<file path="config.mk">
export PLATFORM = sky130hd
export DESIGN_NAME = opnd_agu
export DESIGN_NICKNAME = d
export VERILOG_FILES = /design/src/rtl/agu_pkg.sv /design/src/rtl/agu_regfile.sv /design/src/rtl/agu_autostep.sv /design/src/rtl/opnd_agu.sv
export SDC_FILE = /design/constraint.sdc
export NUM_CORES = 1
export LEC_CHECK = 0
export ABC_AREA = 1
export CAP_MARGIN = 25
export CORE_ASPECT_RATIO = 1.75
export CORE_UTILIZATION = 55
export DETAILED_ROUTE_END_ITERATION = 6
export PLACE_DENSITY_LB_ADDON = 0.3
export SKIP_LAST_GASP = 1
export SLEW_MARGIN = 20
export SYNTH_ARGS = -nofsm -noshare
export SYNTH_HDL_FRONTEND = slang
export SYNTH_SLANG_ARGS = --single-unit
</file>
<file path="constraint.sdc">
create_clock -name clk -period 4.2 [get_ports clk]
set_input_delay 0.84 -clock clk [delete_from_list [all_inputs] [get_ports clk]]
set_output_delay 0.84 -clock clk [all_outputs]
set_load 0.01 [all_outputs]
</file>
<file path="src/rtl/agu_pkg.sv">
// Shared types and constants for the operand address generation unit.
// Assumes an eight-entry register file with fixed stack and instruction pointers.
package agu_pkg;
    localparam int SP_IDX = 6;
    localparam int IP_IDX = 7;

    typedef enum logic [1:0] {
        AM_REG     = 2'd0,
        AM_PREDEC  = 2'd1,
        AM_POSTINC = 2'd2,
        AM_INDEX   = 2'd3
    } base_mode_e;

    typedef enum logic [1:0] {
        ST_IDLE = 2'd0,
        ST_EVAL = 2'd1,
        ST_IDX  = 2'd2,
        ST_IND  = 2'd3
    } agu_state_e;
endpackage

</file>
<file path="src/rtl/agu_regfile.sv">
// Register file: one update port from the sequencer, one external write port,
// three combinational read ports. Assumes the sequencer's update takes
// priority when both ports hit the same entry in one cycle.
module agu_regfile #(
    parameter int DW   = 16,
    parameter int NREG = 8,
    parameter int RW   = $clog2(NREG)
) (
    input  logic          clk,
    input  logic          rst_n,
    input  logic          upd_we,
    input  logic [RW-1:0] upd_idx,
    input  logic [DW-1:0] upd_data,
    input  logic          ext_we,
    input  logic [RW-1:0] ext_idx,
    input  logic [DW-1:0] ext_data,
    input  logic [RW-1:0] ra_idx,
    output logic [DW-1:0] ra_data,
    input  logic [RW-1:0] rb_idx,
    output logic [DW-1:0] rb_data,
    input  logic [RW-1:0] rc_idx,
    output logic [DW-1:0] rc_data
);
    logic [DW-1:0] regs [NREG];

    for (genvar g = 0; g < NREG; g++) begin : g_entry
        // Hold one register; sequencer update beats external write.
        always_ff @(posedge clk) begin
            if (!rst_n)
                regs[g] <= '0;
            else if (upd_we && upd_idx == RW'(g))
                regs[g] <= upd_data;
            else if (ext_we && ext_idx == RW'(g))
                regs[g] <= ext_data;
        end
    end

    // Combinational reads.
    assign ra_data = regs[ra_idx];
    assign rb_data = regs[rb_idx];
    assign rc_data = regs[rc_idx];

    // an uncontested external write lands at the next edge.
    p_ext_write_r11: assert property (@(posedge clk) disable iff (!rst_n)
        (ext_we && !(upd_we && upd_idx == ext_idx)) |=> regs[$past(ext_idx)] == $past(ext_data));
endmodule

</file>
<file path="src/rtl/agu_autostep.sv">
// Computes the automatically stepped register value for pre-decrement and
// post-increment modes. Assumes the stack and instruction pointers (the top
// two entries) always move by a whole word.
module agu_autostep #(
    parameter int DW = 16,
    parameter int RW = 3
) (
    input  logic [DW-1:0] val,
    input  logic [RW-1:0] ridx,
    input  logic          byte_op,
    input  logic          down,
    output logic [DW-1:0] res
);
    import agu_pkg::*;

    logic [DW-1:0] step;

    // Pick the step size, then apply it in the requested direction.
    always_comb begin
        step = (byte_op && (int'(ridx) < SP_IDX)) ? DW'(1) : DW'(2);
        res  = down ? (val - step) : (val + step);
    end
endmodule

</file>
<file path="src/rtl/opnd_agu.sv">
// Operand address generation unit. Resolves the source operand, then the
// destination, applying register side effects in that order, fetching
// displacement and pointer words over a request/ready read port.
// Assumes mem_rdata is valid in the cycle mem_ready is high.
module opnd_agu #(
    parameter int DW   = 16,
    parameter int NREG = 8,
    parameter int RW   = $clog2(NREG)
) (
    input  logic          clk,
    input  logic          rst_n,
    input  logic          start,
    input  logic          is_byte,
    input  logic [2:0]    src_mode,
    input  logic [RW-1:0] src_reg,
    input  logic [2:0]    dst_mode,
    input  logic [RW-1:0] dst_reg,
    output logic          busy,
    output logic          done,
    output logic          align_trap,
    output logic          src_is_reg,
    output logic [DW-1:0] src_ea,
    output logic          dst_is_reg,
    output logic [DW-1:0] dst_ea,
    output logic          mem_req,
    output logic [DW-1:0] mem_addr,
    input  logic          mem_ready,
    input  logic [DW-1:0] mem_rdata,
    input  logic          rf_we,
    input  logic [RW-1:0] rf_waddr,
    input  logic [DW-1:0] rf_wdata,
    input  logic [RW-1:0] rf_raddr,
    output logic [DW-1:0] rf_rdata
);
    import agu_pkg::*;

    localparam logic [RW-1:0] IP_R = RW'(IP_IDX);

    agu_state_e    state;
    logic          phase_dst;
    logic          lat_byte;
    logic [2:0]    lat_smode, lat_dmode;
    logic [RW-1:0] lat_sreg, lat_dreg;
    logic [DW-1:0] ptr;

    logic [2:0]    cur_mode;
    logic [RW-1:0] cur_reg;
    base_mode_e    cur_base;
    logic          cur_ind;
    logic [DW-1:0] cur_val, ip_val, step_val, idx_addr;

    logic          upd_we;
    logic [RW-1:0] upd_idx;
    logic [DW-1:0] upd_data;

    logic          trap_now, fin, fin_is_reg, go_ind, go_idx;
    logic [DW-1:0] fin_ea, nxt_ptr;

    // Clear bit 0 for word operands only.
    function automatic logic [DW-1:0] align_ea(input logic [DW-1:0] a, input logic byt);
        return byt ? a : {a[DW-1:1], 1'b0};
    endfunction

    // Select the operand currently being resolved.
    always_comb begin
        cur_mode = phase_dst ? lat_dmode : lat_smode;
        cur_reg  = phase_dst ? lat_dreg  : lat_sreg;
        cur_base = base_mode_e'(cur_mode[1:0]);
        cur_ind  = cur_mode[2];
    end

    agu_regfile #(.DW(DW), .NREG(NREG), .RW(RW)) u_rf (
        .clk(clk), .rst_n(rst_n),
        .upd_we(upd_we), .upd_idx(upd_idx), .upd_data(upd_data),
        .ext_we(rf_we && !busy), .ext_idx(rf_waddr), .ext_data(rf_wdata),
        .ra_idx(rf_raddr), .ra_data(rf_rdata),
        .rb_idx(cur_reg),  .rb_data(cur_val),
        .rc_idx(IP_R),     .rc_data(ip_val)
    );

    agu_autostep #(.DW(DW), .RW(RW)) u_step (
        .val(cur_val), .ridx(cur_reg), .byte_op(lat_byte),
        .down(cur_base == AM_PREDEC), .res(step_val)
    );

    // Indexed address: base register (advanced pointer for the IP) plus displacement.
    assign idx_addr = ((cur_reg == IP_R) ? (ip_val + DW'(2)) : cur_val) + mem_rdata;

    // Odd instruction pointer needed by this operand.
    assign trap_now = ip_val[0] && (cur_mode != 3'd0) &&
                      ((cur_reg == IP_R) || (cur_base == AM_INDEX));

    // Per-state decisions: register update, operand finish, next fetch.
    always_comb begin
        upd_we = 1'b0; upd_idx = cur_reg; upd_data = step_val;
        fin = 1'b0; fin_is_reg = 1'b0; fin_ea = '0;
        go_ind = 1'b0; go_idx = 1'b0; nxt_ptr = '0;
        unique case (state)
            ST_EVAL: if (!trap_now) begin
                unique case (cur_base)
                    AM_REG: begin
                        fin        = 1'b1;
                        fin_is_reg = !cur_ind;
                        fin_ea     = cur_ind ? align_ea(cur_val, lat_byte)
                                             : {{(DW-RW){1'b0}}, cur_reg};
                    end
                    AM_PREDEC, AM_POSTINC: begin
                        upd_we  = 1'b1;
                        nxt_ptr = (cur_base == AM_PREDEC) ? step_val : cur_val;
                        go_ind  = cur_ind;
                        fin     = !cur_ind;
                        fin_ea  = align_ea(nxt_ptr, lat_byte);
                    end
                    AM_INDEX: go_idx = 1'b1;
                endcase
            end
            ST_IDX: if (mem_ready) begin
                upd_we   = 1'b1;
                upd_idx  = IP_R;
                upd_data = ip_val + DW'(2);
                nxt_ptr  = idx_addr;
                go_ind   = cur_ind;
                fin      = !cur_ind;
                fin_ea   = align_ea(idx_addr, lat_byte);
            end
            ST_IND: if (mem_ready) begin
                fin    = 1'b1;
                fin_ea = {mem_rdata[DW-1:1], 1'b0};
            end
            default: ;
        endcase
    end

    // Sequencer: accept, step through source then destination, report.
    always_ff @(posedge clk) begin
        if (!rst_n) begin
            state <= ST_IDLE; phase_dst <= 1'b0; done <= 1'b0; align_trap <= 1'b0;
            lat_byte <= 1'b0; lat_smode <= '0; lat_dmode <= '0;
            lat_sreg <= '0; lat_dreg <= '0; ptr <= '0;
            src_is_reg <= 1'b0; src_ea <= '0; dst_is_reg <= 1'b0; dst_ea <= '0;
        end else begin
            done       <= 1'b0;
            align_trap <= 1'b0;
            if (state == ST_IDLE) begin
                if (start) begin
                    state <= ST_EVAL; phase_dst <= 1'b0; lat_byte <= is_byte;
                    lat_smode <= src_mode; lat_sreg <= src_reg;
                    lat_dmode <= dst_mode; lat_dreg <= dst_reg;
                end
            end else if (state == ST_EVAL && trap_now) begin
                state <= ST_IDLE; done <= 1'b1; align_trap <= 1'b1;
            end else if (fin) begin
                if (!phase_dst) begin
                    src_is_reg <= fin_is_reg; src_ea <= fin_ea;
                    phase_dst  <= 1'b1; state <= ST_EVAL;
                end else begin
                    dst_is_reg <= fin_is_reg; dst_ea <= fin_ea;
                    state <= ST_IDLE; done <= 1'b1;
                end
            end else if (go_ind) begin
                ptr <= nxt_ptr; state <= ST_IND;
            end else if (go_idx) begin
                state <= ST_IDX;
            end
        end
    end

    // Memory port: displacement fetch at the IP, pointer fetch at ptr.
    assign busy     = (state != ST_IDLE);
    assign mem_req  = (state == ST_IDX) || (state == ST_IND);
    assign mem_addr = (state == ST_IDX) ? ip_val : {ptr[DW-1:1], 1'b0};

    // reads are word aligned.
    p_addr_even_r9: assert property (@(posedge clk) disable iff (!rst_n)
        mem_req |-> !mem_addr[0]);
    // a pending read holds its address.
    p_req_hold_r9: assert property (@(posedge clk) disable iff (!rst_n)
        (mem_req && !mem_ready) |=> (mem_req && $stable(mem_addr)));
    // completion is a single-cycle pulse.
    p_done_pulse_r10: assert property (@(posedge clk) disable iff (!rst_n)
        done |=> !done);
    // a start while busy leaves the captured operation untouched.
    p_latch_stable_r10: assert property (@(posedge clk) disable iff (!rst_n)
        (busy && start) |=> ($stable(lat_smode) && $stable(lat_dmode) && $stable(lat_sreg)));
    // trap only accompanies completion.
    p_trap_done_r8: assert property (@(posedge clk) disable iff (!rst_n)
        align_trap |-> done);
    // no displacement fetch through an odd instruction pointer.
    p_ip_even_idx_r8: assert property (@(posedge clk) disable iff (!rst_n)
        (state == ST_IDX) |-> !ip_val[0]);
endmodule

</file>
==> flow_summary.html <==
<table>
<tr><th>Metric</th><th>Value</th></tr>
<tr><th colspan="2">Outcome</th></tr>
<tr><td>Outcome</td><td>finished, final reports clean</td></tr>
<tr><th colspan="2">Floorplan</th></tr>
<tr><td>Die width</td><td>120 um</td></tr>
<tr><td>Area enclosed by the die boundary</td><td>25000 um^2</td></tr>
<tr><td>I/O pin total</td><td>126</td></tr>
<tr><td>Initial core utilization</td><td>56.0%</td></tr>
<tr><td>Area of the core region</td><td>23900 um^2</td></tr>
<tr><td>Number of rows created at floorplan</td><td>75</td></tr>
<tr><td>Die span in y</td><td>208 um</td></tr>
<tr><th colspan="2">Timing</th></tr>
<tr><td>Count of final setup violators</td><td>0</td></tr>
<tr><td>Tcrit/Tclk final</td><td>95.0%</td></tr>
<tr><td>Period minus WS final</td><td>3990 ps</td></tr>
<tr><td>Final worst hold slack</td><td>477 ps</td></tr>
<tr><td>Final hold viol count</td><td>0</td></tr>
<tr><td>RSZ-0062 raised after global routing</td><td>yes</td></tr>
<tr><td>Least-Margin Pin Slew</td><td>964 ps</td></tr>
<tr><td>Max frequency</td><td>251 MHz</td></tr>
<tr><td>Worst Slack Setup Final</td><td>211 ps</td></tr>
<tr><td>Setup clock skew after layout</td><td>12.8 ps</td></tr>
<tr><td>Max-slew headroom at the worst pin</td><td>35.6%</td></tr>
<tr><td>Count of pins over their slew limit</td><td>0</td></tr>
<tr><th colspan="2">Yosys</th></tr>
<tr><td>Number of enable-type register cells in the synthesized netlist</td><td>128</td></tr>
<tr><td>Synthesized instance count</td><td>1785</td></tr>
<tr><td>Async set-or-reset flop fraction in the synthesized netlist</td><td>0%</td></tr>
<tr><td>Flip-flop cell with the highest count after synthesis</td><td>sky130_fd_sc_hd__edfxtp_1</td></tr>
<tr><td>Number of nets produced by synthesis</td><td>1882</td></tr>
<tr><td>Library cells used by synthesis</td><td>53</td></tr>
<tr><td>Post-synthesis register bit count</td><td>195</td></tr>
<tr><td>Sequential-to-total area share from yosys stat</td><td>38.7%</td></tr>
<tr><td>Mean area per synthesized cell</td><td>7.51 um^2</td></tr>
<tr><td>Yosys synthesis warning count</td><td>0</td></tr>
<tr><td>Synthesized area</td><td>13400 um^2</td></tr>
<tr><th colspan="2">Clock network</th></tr>
<tr><td>TritonCTS sink count</td><td>195</td></tr>
<tr><td>Clock tree from TritonCTS</td><td>yes</td></tr>
<tr><td>Largest buffer count on any clock path</td><td>2</td></tr>
<tr><td>Clk pin slew, worst setup/hold paths</td><td>80 ps</td></tr>
<tr><td>Inserted Clock Buffers</td><td>17</td></tr>
<tr><td>Root cell of the clock tree</td><td>sky130_fd_sc_hd__clkbuf_16</td></tr>
<tr><td>Skew-Pair Late Insertion Delay</td><td>470 ps</td></tr>
<tr><td>Level count of the clock H-tree</td><td>4</td></tr>
<tr><th colspan="2">Routing</th></tr>
<tr><td>DRC violations left</td><td>0</td></tr>
<tr><td>Iteration count of the initial detailed-routing pass</td><td>7</td></tr>
<tr><td>Via total after detailed routing</td><td>13.4k</td></tr>
<tr><td>Drt wl/cell</td><td>19.7 um</td></tr>
<tr><td>Number of design-rule violations left by the first detailed-router iteration</td><td>1498</td></tr>
<tr><td>Number of antenna-violating nets in the routed design</td><td>0</td></tr>
<tr><td>Detail-routed via count per cell</td><td>6.07</td></tr>
<tr><td>Total wire length after detailed routing</td><td>43.4 mm</td></tr>
<tr><th colspan="2">Layout</th></tr>
<tr><td>Largest Register</td><td>u_rf.regs</td></tr>
<tr><td>Commonest cells after routing, fill and taps aside</td><td>sky130_fd_sc_hd__nand2_1 (322), sky130_fd_sc_hd__o21ai_0 (188), sky130_fd_sc_hd__inv_1 (184)</td></tr>
<tr><td>Flip-flop count of the largest register after layout</td><td>128</td></tr>
<tr><td>Antenna diodes</td><td>0</td></tr>
<tr><td>Leading cell type in the layout, fill and taps excluded</td><td>sky130_fd_sc_hd__nand2_1</td></tr>
<tr><td>Share of final-layout standard cells stronger than drive strength 1</td><td>10.4%</td></tr>
<tr><td>Nets</td><td>1986</td></tr>
<tr><td>Final instance count without filler cells</td><td>2210</td></tr>
<tr><td>Leading registers by flop count</td><td>u_rf.regs (128), dst_ea (16), src_ea (16)</td></tr>
<tr><td>Utilization of the core after routing</td><td>65.5%</td></tr>
<tr><td>Signed area change from the synthesized netlist to the final layout</td><td>17.0%</td></tr>
<tr><th colspan="2">Global route</th></tr>
<tr><td>Maximum number of pins on one net before global-route repair</td><td>78</td></tr>
<tr><td>Antenna violations before repair</td><td>0</td></tr>
<tr><td>Wire length of the first global-routing pass</td><td>67.6 mm</td></tr>
<tr><td>Via count of the first global-routing pass</td><td>12.9k</td></tr>
<tr><td>Grt total ovfl</td><td>0</td></tr>
<tr><td>Global router's overall resource usage</td><td>34.9%</td></tr>
<tr><th colspan="2">Placed design</th></tr>
<tr><td>Pre-CTS worst setup slack</td><td>227 ps</td></tr>
<tr><td>Weighted congestion at the end of routability-driven global placement</td><td>0.989</td></tr>
<tr><td>Detailed placement HPWL</td><td>32.8 mm</td></tr>
<tr><td>Count of port buffers added during placement</td><td>125</td></tr>
<tr><td>Placed cell count</td><td>2176</td></tr>
<tr><th colspan="2">Job</th></tr>
<tr><td>Max-capacitance violation count</td><td>0</td></tr>
<tr><th colspan="2">Setup path</th></tr>
<tr><td>Crit path capture type</td><td>flop</td></tr>
<tr><td>CP max FO</td><td>23</td></tr>
<tr><td>Critical path arrival</td><td>4390 ps</td></tr>
<tr><td>Data required time of the critical path</td><td>4600 ps</td></tr>
<tr><td>Type of the setup path with the least slack</td><td>flop to flop</td></tr>
<tr><td>Critical Path Start Type</td><td>flop</td></tr>
<tr><th colspan="2">Pwr</th></tr>
<tr><td>Areal power density over the cells</td><td>594 nW/um^2</td></tr>
<tr><td>Leakage power total</td><td>6.48 nW</td></tr>
<tr><td>Worst supply voltage drop on vdd</td><td>0.411 mV</td></tr>
<tr><td>Total chip power</td><td>9.31 mW</td></tr>
<tr><th colspan="2">Min path</th></tr>
<tr><td>Worst min path class</td><td>flop to flop</td></tr>
</table>
## cells by family after synthesis
| group | share of synthesized area (%) |
|---|---|
| adder cells (fa/ha/maj) | 3.94 |
| AO/OA/AOI/OAI | 27.3 |
| XOR/XNOR | 0.850 |
| buffers and inverters | 9.87 |
| multiplexers | 0.0747 |
| AND/OR/NAND/NOR | 19.2 |
| flip-flops | 38.7 |
## routing by layer
layer | vias to the layer above | part of all wire [%] | track usage, %
met5 | - | 0 | 0
met4 | 0 | 5.2 | 18.9
met3 | 159 | 6.7 | 5.59
met2 | 692 | 51 | 60.7
met1 | 6136 | 38 | 40.5
li1 | 6430 | - | -
## stage by stage
| step | TNS (ps) | area [um^2] |
|---|---|---|
| 2_1_floorplan | 0 | 13400 |
| 3_3_place_gp | 0 | 15000 |
| 3_5_place_dp | 0 | 15000 |
| 4_1_cts | 0 | 15600 |
| 5_1_grt | -64.6 | 15700 |
| 6_report | 0 | 15700 |
## synth_stat cells (2+ instances only)
library cell | instances | area share, %
sky130_fd_sc_hd__buf_2 | 23 | 0.86
sky130_fd_sc_hd__o21bai_1 | 4 | 0.22
sky130_fd_sc_hd__o21ai_0 | 191 | 7.1
sky130_fd_sc_hd__inv_2 | 34 | 0.95
sky130_fd_sc_hd__clkinv_1 | 3 | 0.084
sky130_fd_sc_hd__buf_4 | 5 | 0.28
sky130_fd_sc_hd__edfxtp_1 | 128 | 29
sky130_fd_sc_hd__nand3_1 | 66 | 2.5
sky130_fd_sc_hd__o22ai_2 | 18 | 1.7
sky130_fd_sc_hd__nand4_4 | 2 | 0.32
sky130_fd_sc_hd__o21a_1 | 14 | 0.78
sky130_fd_sc_hd__buf_6 | 10 | 0.84
sky130_fd_sc_hd__nand2_2 | 14 | 0.65
sky130_fd_sc_hd__buf_1 | 7 | 0.20
sky130_fd_sc_hd__o22ai_1 | 96 | 4.5
sky130_fd_sc_hd__ha_1 | 39 | 3.6
sky130_fd_sc_hd__o21ai_1 | 42 | 1.6
sky130_fd_sc_hd__fa_1 | 2 | 0.30
sky130_fd_sc_hd__o221ai_1 | 2 | 0.13
sky130_fd_sc_hd__clkbuf_1 | 52 | 1.5
sky130_fd_sc_hd__o211ai_1 | 39 | 2.2
sky130_fd_sc_hd__nand4_1 | 14 | 0.65
sky130_fd_sc_hd__nor2_1 | 137 | 3.8
sky130_fd_sc_hd__dfxtp_1 | 67 | 10
sky130_fd_sc_hd__inv_1 | 184 | 5.2
sky130_fd_sc_hd__or2_2 | 6 | 0.28
sky130_fd_sc_hd__nand3_2 | 2 | 0.15
sky130_fd_sc_hd__a31oi_1 | 26 | 1.2
sky130_fd_sc_hd__nor2_2 | 8 | 0.37
sky130_fd_sc_hd__a21oi_1 | 155 | 5.8
sky130_fd_sc_hd__xnor2_1 | 2 | 0.13
sky130_fd_sc_hd__o2111ai_1 | 17 | 1.1
sky130_fd_sc_hd__o31ai_1 | 2 | 0.11
sky130_fd_sc_hd__a211oi_1 | 3 | 0.17
sky130_fd_sc_hd__nand2_1 | 329 | 9.2
sky130_fd_sc_hd__xor2_1 | 11 | 0.72
sky130_fd_sc_hd__nor2_8 | 2 | 0.30
sky130_fd_sc_hd__nand2_4 | 2 | 0.17
sky130_fd_sc_hd__nor3_1 | 13 | 0.49
## power breakdown
| part | switching [mW] | leakage (nW) | internal (mW) |
|---|---|---|---|
| clock | 0.839 | 0.274 | 0.790 |
| sequential | 0.0987 | 1.87 | 2.23 |
| combinational | 3.59 | 4.33 | 1.76 |
| total | 4.52 | 6.48 | 4.78 |
## area by class of cell
class	instances	area, um^2
Multi-Input combinational cell	1271	6930
Clock buffer	18	429
Clock inverter	14	143
Tap cell	308	385
Fill cell	2137	8250
Timing Repair Buffer	182	1770
Inverter	222	836
Sequential cell	195	5190
## path summary, 6_finish.rpt
check | from | endpoint | slack, ps | depth (start not counted)
max | phase_dst | dst_ea[14] | 210 | 26
min | src_is_reg | src_is_reg | 480 | 2
max reg2reg | phase_dst | dst_ea[14] | 210 | 26
min reg2reg | src_is_reg | src_is_reg | 480 | 2
## what timing repair did
action / CTS / global route
endpoints found under the setup margin: 0 / 55
hold buffers: 0 / 0
resized for setup: 0 / 15
setup buffers: 0 / 1
## critical path: stages (launching register included)
cell and delay, ps:
sky130_fd_sc_hd__dfxtp_2 360, sky130_fd_sc_hd__buf_4 160, sky130_fd_sc_hd__nand2_1 60, sky130_fd_sc_hd__nand2_1 110
sky130_fd_sc_hd__buf_4 210, sky130_fd_sc_hd__buf_4 320, sky130_fd_sc_hd__a21oi_1 60, sky130_fd_sc_hd__o21ai_0 100
sky130_fd_sc_hd__o2111ai_1 140, sky130_fd_sc_hd__o21ai_1 240, sky130_fd_sc_hd__nand2_1 80, sky130_fd_sc_hd__o21ai_0 150
sky130_fd_sc_hd__ha_1 250, sky130_fd_sc_hd__nand2_1 110, sky130_fd_sc_hd__nor3_1 210, sky130_fd_sc_hd__nand3_1 120
sky130_fd_sc_hd__o2111ai_1 180, sky130_fd_sc_hd__nand2_1 80, sky130_fd_sc_hd__inv_1 80, sky130_fd_sc_hd__nand2_1 80
sky130_fd_sc_hd__o21ai_1 160, sky130_fd_sc_hd__o21ai_0 90, sky130_fd_sc_hd__a21oi_1 190, sky130_fd_sc_hd__a21oi_1 60
sky130_fd_sc_hd__nand2_1 100, sky130_fd_sc_hd__nand2_1 70, sky130_fd_sc_hd__a21oi_1 140
(Power assumes the default switching activity.)
